`config.mk`:
```
export PLATFORM = sky130hd
export DESIGN_NAME = l1c_top
export DESIGN_NICKNAME = d
export VERILOG_FILES = /design/src/rtl/l1c_pkg.sv /design/src/rtl/l1c_store.sv /design/src/rtl/l1c_repl.sv /design/src/rtl/l1c_top.sv
export SDC_FILE = /design/constraint.sdc
export NUM_CORES = 1
export LEC_CHECK = 0
export ABC_AREA = 1
export BUFFER_PORTS_ARGS = -buffer_cell sky130_fd_sc_hd__buf_4
export CORE_AREA = 2 2 238 240
export DETAILED_ROUTE_END_ITERATION = 8
export DIE_AREA = 0 0 240 242
export HOLD_SLACK_MARGIN = 0.05
export PLACE_DENSITY_LB_ADDON = 0.05
export SLEW_MARGIN = 20
export SYNTH_ARGS = -nofsm -noshare
export SYNTH_HDL_FRONTEND = slang
export SYNTH_HIERARCHICAL = 1
export SYNTH_SLANG_ARGS = --single-unit
```
`constraint.sdc`:
```
create_clock -name clk -period 4.4 [get_ports clk]
set_input_delay 0.66 -clock clk [delete_from_list [all_inputs] [get_ports clk]]
set_output_delay 0.66 -clock clk [all_outputs]
set_load 0.02 [all_outputs]
```
`src/rtl/l1c_pkg.sv`:
```
package l1c_pkg;

    typedef enum logic [1:0] {OP_RD, OP_WR, OP_FL, OP_INV} op_t;
    typedef enum logic [1:0] {ST_IDLE, ST_WB, ST_RD, ST_FL} st_t;

    localparam logic [3:0] MSG_NONE = 4'h0;
    localparam logic [3:0] MSG_RD   = 4'h1;
    localparam logic [3:0] MSG_WB   = 4'h2;
    localparam logic [3:0] MSG_FL   = 4'h3;
    localparam logic [3:0] MSG_DATA = 4'h8;
    localparam logic [3:0] MSG_ACK  = 4'h9;

    function automatic int sel_w(int n);
        return (n > 1) ? $clog2(n) : 1;
    endfunction

    // flush > invalidate > write > read
    function automatic op_t pick_op(logic rd, logic wr, logic fl, logic inv);
        if (fl)       return OP_FL;
        else if (inv) return OP_INV;
        else if (wr)  return OP_WR;
        else          return OP_RD;
    endfunction

endpackage

```
`src/rtl/l1c_store.sv`:
```
module l1c_store #(
    parameter int TAG_W  = 9,
    parameter int LINE_W = 64,
    parameter int DATA_W = 32,
    parameter int INDEX_BITS = 2,
    parameter int OFFSET_BITS = 1,
    parameter int WAYS = 2,
    parameter int WAY_W = 1
) (
    input  logic                              clk,
    input  logic                              rst,
    input  logic [INDEX_BITS-1:0]             rd_set,
    output logic [WAYS-1:0][TAG_W-1:0]        tags_o,
    output logic [WAYS-1:0]                   vld_o,
    output logic [WAYS-1:0]                   dirty_o,
    output logic [WAYS-1:0][LINE_W-1:0]       lines_o,
    input  logic                              word_en,
    input  logic                              fill_en,
    input  logic                              kill_en,
    input  logic [WAY_W-1:0]                  w_way,
    input  logic [INDEX_BITS-1:0]             w_set,
    input  logic [OFFSET_BITS-1:0]            w_off,
    input  logic [DATA_W-1:0]                 w_word,
    input  logic [TAG_W-1:0]                  f_tag,
    input  logic [LINE_W-1:0]                 f_line
);
    localparam int SETS = 1 << INDEX_BITS;

    // one storage array per way
    for (genvar w = 0; w < WAYS; w++) begin : g_way
        logic [TAG_W-1:0]  tag_m [SETS];
        logic [LINE_W-1:0] dat_m [SETS];
        logic [SETS-1:0]   v_m, d_m;
        logic              sel;

        assign sel = (w_way == WAY_W'(w));

        always_ff @(posedge clk) begin
            if (rst) begin
                v_m <= '0;
                d_m <= '0;
            end else if (sel) begin
                if (fill_en) begin
                    v_m[w_set] <= 1'b1;
                    d_m[w_set] <= 1'b0;
                end else if (kill_en) begin
                    v_m[w_set] <= 1'b0;
                    d_m[w_set] <= 1'b0;
                end else if (word_en) begin
                    d_m[w_set] <= 1'b1;
                end
            end
        end

        always_ff @(posedge clk) begin
            if (sel && fill_en) begin
                tag_m[w_set] <= f_tag;
                dat_m[w_set] <= f_line;
            end else if (sel && word_en) begin
                dat_m[w_set][w_off*DATA_W +: DATA_W] <= w_word;
            end
        end

        assign tags_o[w]  = tag_m[rd_set];
        assign lines_o[w] = dat_m[rd_set];
        assign vld_o[w]   = v_m[rd_set];
        assign dirty_o[w] = d_m[rd_set];
    end

endmodule

```
`src/rtl/l1c_repl.sv`:
```
module l1c_repl #(
    parameter int  INDEX_BITS = 2,
    parameter int  WAYS = 2,
    parameter int  WAY_W = 1,
    parameter bit  USE_RANDOM = 1'b0
) (
    input  logic                  clk,
    input  logic                  rst,
    input  logic [INDEX_BITS-1:0] look_set,
    input  logic [WAYS-1:0]       vld_vec,
    input  logic                  touch_en,
    input  logic [INDEX_BITS-1:0] touch_set,
    input  logic [WAY_W-1:0]      touch_way,
    output logic [WAY_W-1:0]      victim_o
);
    localparam int SETS = 1 << INDEX_BITS;

    logic [WAY_W-1:0] base_way;

    if (USE_RANDOM) begin : g_rand
        logic [15:0] lfsr;
        logic        unused_touch;
        assign unused_touch = ^{touch_en, touch_set, touch_way, look_set};

        always_ff @(posedge clk) begin
            if (rst) lfsr <= 16'hACE1;
            else     lfsr <= {lfsr[14:0], lfsr[15] ^ lfsr[13] ^ lfsr[12] ^ lfsr[10]};
        end
        assign base_way = WAY_W'(int'(lfsr) % WAYS);
    end else begin : g_lru
        // age 0 = most recent, WAYS-1 = least recent; ages form a permutation per set
        logic [WAY_W-1:0] age [SETS][WAYS];

        always_ff @(posedge clk) begin
            if (rst) begin
                for (int s = 0; s < SETS; s++)
                    for (int w = 0; w < WAYS; w++)
                        age[s][w] <= WAY_W'(w);
            end else if (touch_en) begin
                for (int w = 0; w < WAYS; w++) begin
                    if (WAY_W'(w) == touch_way)
                        age[touch_set][w] <= '0;
                    else if (age[touch_set][w] < age[touch_set][touch_way])
                        age[touch_set][w] <= age[touch_set][w] + 1'b1;
                end
            end
        end

        always_comb begin
            base_way = '0;
            for (int w = 0; w < WAYS; w++)
                if (age[look_set][w] == WAY_W'(WAYS - 1)) base_way = WAY_W'(w);
        end
    end

    // an invalid way always wins, lowest index first
    always_comb begin
        victim_o = base_way;
        for (int w = WAYS - 1; w >= 0; w--)
            if (!vld_vec[w]) victim_o = WAY_W'(w);
    end

endmodule

```
`src/rtl/l1c_top.sv`:
```
module l1c_top
    import l1c_pkg::*;
#(
    parameter int ADDR_W      = 12,
    parameter int DATA_W      = 32,
    parameter int INDEX_BITS  = 2,
    parameter int OFFSET_BITS = 1,
    parameter int WAYS        = 2,
    parameter bit USE_RANDOM  = 1'b0
) (
    input  logic                                  clk,
    input  logic                                  rst,
    input  logic [ADDR_W-1:0]                     cpu_addr_i,
    input  logic [DATA_W-1:0]                     cpu_wdata_i,
    input  logic                                  cpu_rd_i,
    input  logic                                  cpu_wr_i,
    input  logic                                  cpu_flush_i,
    input  logic                                  cpu_inv_i,
    output logic [DATA_W-1:0]                     cpu_rdata_o,
    output logic [ADDR_W-1:0]                     cpu_addr_o,
    output logic                                  cpu_valid_o,
    output logic                                  cpu_ready_o,
    output logic [DATA_W*(1<<OFFSET_BITS)-1:0]    mem_line_o,
    output logic [ADDR_W-1:0]                     mem_addr_o,
    output logic [3:0]                            mem_msg_o,
    input  logic [DATA_W*(1<<OFFSET_BITS)-1:0]    mem_line_i,
    input  logic [3:0]                            mem_msg_i
);
    localparam int WPL    = 1 << OFFSET_BITS;
    localparam int LINE_W = DATA_W * WPL;
    localparam int TAG_W  = ADDR_W - INDEX_BITS - OFFSET_BITS;
    localparam int WAY_W  = sel_w(WAYS);

    st_t                 state;
    logic                p_vld;
    op_t                 p_op;
    logic [ADDR_W-1:0]   p_addr;
    logic [DATA_W-1:0]   p_wdata;
    logic [WAY_W-1:0]    vict_q;

    logic [INDEX_BITS-1:0]  p_set;
    logic [TAG_W-1:0]       p_tag;
    logic [OFFSET_BITS-1:0] p_off;
    assign p_off = p_addr[OFFSET_BITS-1:0];
    assign p_set = p_addr[OFFSET_BITS +: INDEX_BITS];
    assign p_tag = p_addr[ADDR_W-1 -: TAG_W];

    logic [WAYS-1:0][TAG_W-1:0]  tags;
    logic [WAYS-1:0][LINE_W-1:0] lines;
    logic [WAYS-1:0]             vlds, dirts, hit_vec;
    logic                        hit, is_acc, need_fetch, need_fl, stall;
    logic [WAY_W-1:0]            hit_way, victim, w_way;
    logic                        word_en, fill_en, kill_en, touch_en;

    always_comb begin
        hit_way = '0;
        for (int w = 0; w < WAYS; w++) begin
            hit_vec[w] = vlds[w] && (tags[w] == p_tag);
            if (hit_vec[w]) hit_way = WAY_W'(w);
        end
    end

    assign hit        = |hit_vec;
    assign is_acc     = (p_op == OP_RD) || (p_op == OP_WR);
    assign need_fetch = p_vld && is_acc && !hit;
    assign need_fl    = p_vld && (p_op == OP_FL) && hit && dirts[hit_way];
    assign stall      = need_fetch || need_fl;

    assign cpu_ready_o = (state == ST_IDLE) && !stall;
    assign cpu_valid_o = (state == ST_IDLE) && p_vld && !stall;
    assign cpu_addr_o  = p_addr;
    assign cpu_rdata_o = (p_op == OP_WR) ? p_wdata
                                         : lines[hit_way][p_off*DATA_W +: DATA_W];

    assign fill_en  = (state == ST_RD) && (mem_msg_i == MSG_DATA);
    assign word_en  = (state == ST_IDLE) && p_vld && (p_op == OP_WR) && hit;
    assign kill_en  = ((state == ST_IDLE) && p_vld && hit &&
                       ((p_op == OP_INV) || ((p_op == OP_FL) && !dirts[hit_way]))) ||
                      ((state == ST_FL) && (mem_msg_i == MSG_ACK));
    assign touch_en = fill_en || ((state == ST_IDLE) && p_vld && is_acc && hit);
    assign w_way    = fill_en ? vict_q : hit_way;

    l1c_store #(
        .TAG_W(TAG_W), .LINE_W(LINE_W), .DATA_W(DATA_W), .INDEX_BITS(INDEX_BITS),
        .OFFSET_BITS(OFFSET_BITS), .WAYS(WAYS), .WAY_W(WAY_W)
    ) u_store (
        .clk(clk), .rst(rst), .rd_set(p_set),
        .tags_o(tags), .vld_o(vlds), .dirty_o(dirts), .lines_o(lines),
        .word_en(word_en), .fill_en(fill_en), .kill_en(kill_en),
        .w_way(w_way), .w_set(p_set), .w_off(p_off), .w_word(p_wdata),
        .f_tag(p_tag), .f_line(mem_line_i)
    );

    l1c_repl #(
        .INDEX_BITS(INDEX_BITS), .WAYS(WAYS), .WAY_W(WAY_W), .USE_RANDOM(USE_RANDOM)
    ) u_repl (
        .clk(clk), .rst(rst), .look_set(p_set), .vld_vec(vlds),
        .touch_en(touch_en), .touch_set(p_set), .touch_way(w_way),
        .victim_o(victim)
    );

    always_comb begin
        mem_msg_o  = MSG_NONE;
        mem_addr_o = '0;
        mem_line_o = '0;
        case (state)
            ST_WB: begin
                mem_msg_o  = MSG_WB;
                mem_addr_o = {tags[vict_q], p_set, {OFFSET_BITS{1'b0}}};
                mem_line_o = lines[vict_q];
            end
            ST_RD: begin
                mem_msg_o  = MSG_RD;
                mem_addr_o = {p_tag, p_set, {OFFSET_BITS{1'b0}}};
            end
            ST_FL: begin
                mem_msg_o  = MSG_FL;
                mem_addr_o = {p_tag, p_set, {OFFSET_BITS{1'b0}}};
                mem_line_o = lines[hit_way];
            end
            default: ;
        endcase
    end

    always_ff @(posedge clk) begin
        if (rst) begin
            state <= ST_IDLE;
            p_vld <= 1'b0;
            vict_q <= '0;
        end else begin
            case (state)
                ST_IDLE: begin
                    if (need_fetch) begin
                        vict_q <= victim;
                        state  <= (vlds[victim] && dirts[victim]) ? ST_WB : ST_RD;
                    end else if (need_fl) begin
                        state <= ST_FL;
                    end
                end
                ST_WB: if (mem_msg_i == MSG_ACK)  state <= ST_RD;
                ST_RD: if (mem_msg_i == MSG_DATA) state <= ST_IDLE;
                ST_FL: if (mem_msg_i == MSG_ACK)  state <= ST_IDLE;
                default: state <= ST_IDLE;
            endcase
            if (cpu_ready_o)
                p_vld <= cpu_rd_i | cpu_wr_i | cpu_flush_i | cpu_inv_i;
        end
    end

    always_ff @(posedge clk) begin
        if (cpu_ready_o) begin
            p_op    <= pick_op(cpu_rd_i, cpu_wr_i, cpu_flush_i, cpu_inv_i);
            p_addr  <= cpu_addr_i;
            p_wdata <= cpu_wdata_i;
        end
    end

endmodule

```
==> flow_summary.yaml <==
run_status:
  status: "completed"
placement:
  dp.cells: 3675
  io_buffers: 240
  dp_slack_ns: 0.377
  dpl.hpwl_um: 55700
  post_dp_cell_area_um2: 32200
  place.gp.congestion: 0.878
die:
  die_h_um: 242
  dieArea_um2: 58100
  pin_count: 244
  core-area_um2: 55700
  die_w_um: 240
  initial_core_util_pct: 53.1
  rows: 87
logic_synthesis:
  yosys.cell_count.top_type: "edfxtp_1"
  ys_types: 36
  ys_warn_count: 6
  synth-edff-count: 637
  synth_top_cell_area_share_pct: 64.6
  synth-seq-cells: 658
  syn_area_per_cell_um2: 10.6
  synthArstFlopShare_pct: 0
  ys_top_cells_by_count: "637 x edfxtp_1, 479 x nor2_1, 434 x o21ai_0"
  yosysSeqAreaShare_pct: 66.0
  ys_top_cells_by_area: "edfxtp_1 65%, o21ai_0 7.3%, nor2_1 6.1%"
  synth_ff_type: "edfxtp_1"
  netlist_instances: 2796
  syn_area_um2: 29600
  yosysTopAreaCell: "edfxtp_1"
worst_setup_path:
  worst_setup_path_end_kind: "output pin"
  worst_ep_arrival_time_ns: 3.68
  worstPathRequired_ns: 3.74
  crit_chain: "clkbuf_16 > clkinv_16 > o21ai_0 > o22ai_1 > inv_1 > nand2_1 > nand2_1 > nor2_2 > nand3_2 > nor2_8 > buf_4 > buf_12 > nand2_1 > a21boi_1 > o32ai_1 > buf_4"
  worst-r2r-cell-count: 17
  slowest_stage: "edfxtp_1"
  cp-start-kind: "flop"
  crit_fanout: 42
  crit_top_cell: "nand2_1"
  cpPeakStageDelay_ns: 0.42
  critical_path_class: "flop to output pin"
timing:
  period_minus_slack_ns: 4.34
  finalSetupViolCount: 0
  final.setup_skew_ns: 0.0254
  setup_ws_ns: 0.0609
  hold_viol: 0
  rsz0062_at_grt: "yes"
  post-route-period-util_pct: 98.6
  max_slew_margin_pct: 35.9
  max_freq_ghz: 0.230
  timing_max_transition_violations_final: 0
  tightest_slew_ns: 0.962
route:
  drtIter0Drc: 2917
  num_vias: 23000
  wl_um: 91500
  avgViaCountPerCell: 6.04
  ant_nets: 0
  routedWlPerCell_um: 24.0
  drt_pass1_iterations: 6
  drc_errors: 0
pwr:
  swShare_pct: 38.7
  seq_power_share_pct: 35.9
  vdd_drop_max_v: 0.000404
  pwr-share-clk_pct: 27.3
  switching_power_w: 0.00809
  power-per-cell-area_nw_per_um2: 603
  p_int_w: 0.0128
  combinationalPowerShare_pct: 36.8
  p_leak_nw: 13.0
  power.total_w: 0.0209
finish:
  layout.cells.non_filler: 3813
  final_core_util_pct: 62.3
  num-nets-final: 3120
  area_growth_pct: 17.2
  finalInstanceArea_um2: 34700
  layout-drive-gt1-share_pct: 15.9
clock_network:
  cts_buffers: 72
  path_clk_slew_ns: 0.06
  htree_levels: 3
  clockBufferDepth: 3
  clk_latency_ns: 0.62
  root_buffer: "clkbuf_16"
  cts_tree: "done"
  clock-sinks: 658
  ctsHoldBuffers: 0
global_routing:
  grt_max_degree: 195
  first_global_vias: 21700
  antenna_found_initial: 3
  grt.overflow.total: 0
  grt_pass1_wl_um: 135000
  track_usage_pct: 31.1
run:
  cap_violations: 0
hold_path:
  min_path_type: "input port to flop"
  hold_depth: 1
## worst max-delay path: cells and delay by family, from the launching register on
kind,cells,cell delay (ns)
AOI/OAI and AO/OA,4,0.89
buffers and inverters,6,1.07
DFF,1,0.42
and+or+nand+nor,6,0.65
## metal layers
metal / wire length (um) / global-route usage [%] / up-vias
met5: 12 / 0 / -
met2: 41200 / 46.6 / 1235
met1: 38700 / 46.7 / 11300
li1: - / - / 10400
met3: 9020 / 5.28 / 156
met4: 2560 / 9.44 / 2
## power groups by stage
stage                     Combinational, W  Sequential (W)  Clock, W
after floorplan                    0.00449         0.00757         0
after global placement             0.00735         0.00762         0
after detailed placement           0.00744         0.00763         0
after CTS                          0.00748         0.00750   0.00579
after global routing               0.00827         0.00754   0.00605
final                              0.00769         0.00751   0.00572
## stage by stage
stage / setup TNS [ns] / hold slack (ns)
after global placement: 0 / 0.462
final: 0 / 0.215
after global routing: -0.431 / 0.193
after detailed placement: 0 / 0.471
after CTS: -0.0193 / 0.190
after floorplan: -55.74 / 0.447
## final timing paths
kind                   start                      endpoint  slack, ns
max            cpu_addr_o[1]                mem_line_o[15]       0.06
min reg2reg             flop                          flop       0.48
min          cpu_wdata_i[29]                   p_wdata[29]       0.21
max reg2reg    cpu_addr_o[1]  u_store/g_way[0].dat_m[3][8]       0.40
## registers in the layout (all words and copies together) (netlist names), named ones only
register             count
cpu_addr_o              12
p_op                     2
p_vld                    1
p_wdata                 32
state                    2
u_repl/g_lru.age         8
u_store/g_way.dat_m    512
u_store/g_way.tag_m     72
vict_q                   1
## placed cells by master, fill, tap and decap left out, types with 5 or more instances in the layout
cell type    n
inv_1      134
inv_2       12
o21ai_1     52
clkinv_1    19
clkbuf_16   75
buf_12      14
mux2i_2      5
nor2_1     470
nor3_1       6
buf_4      298
dfxtp_1     20
edfxtp_1   637
buf_6        5
clkbuf_1    11
o32ai_1     40
nand3_1     88
o22ai_1    156
nand3_2      6
nand2_2      6
o211ai_1     8
a21oi_1     64
o21ai_0    429
nand2_1    395
mux2i_1     31
o21ai_2      7
nor2_4       9
clkinv_2    14
a21oi_2      6
## layout make-up
cell class | count | area, um2
repair buffers | 320 | 2650
flip-flops and latches | 658 | 19600
clock buffers | 84 | 1870
clock inverters | 44 | 357
diodes | 1 | 2.50
multi-input cells | 1800 | 8740
inverters | 150 | 592
fillers | 4619 | 21000
well taps | 756 | 946
## timing repair
item                                    CTS  global route
pin swaps                                 1             7
setup buffers                             3             4
resized for setup                         7            25
cloned                                    0             2
endpoints found under the setup margin   29            78
## cells by family after synthesis
logic type	synth area share (%)
compound gates	14.4
xor+xnor	0.0591
buf+inv	5.08
flops	66.0
mux	1.25
other cells	0.0127
simple gates	13.2
Power figures use the tool's default switching activity.
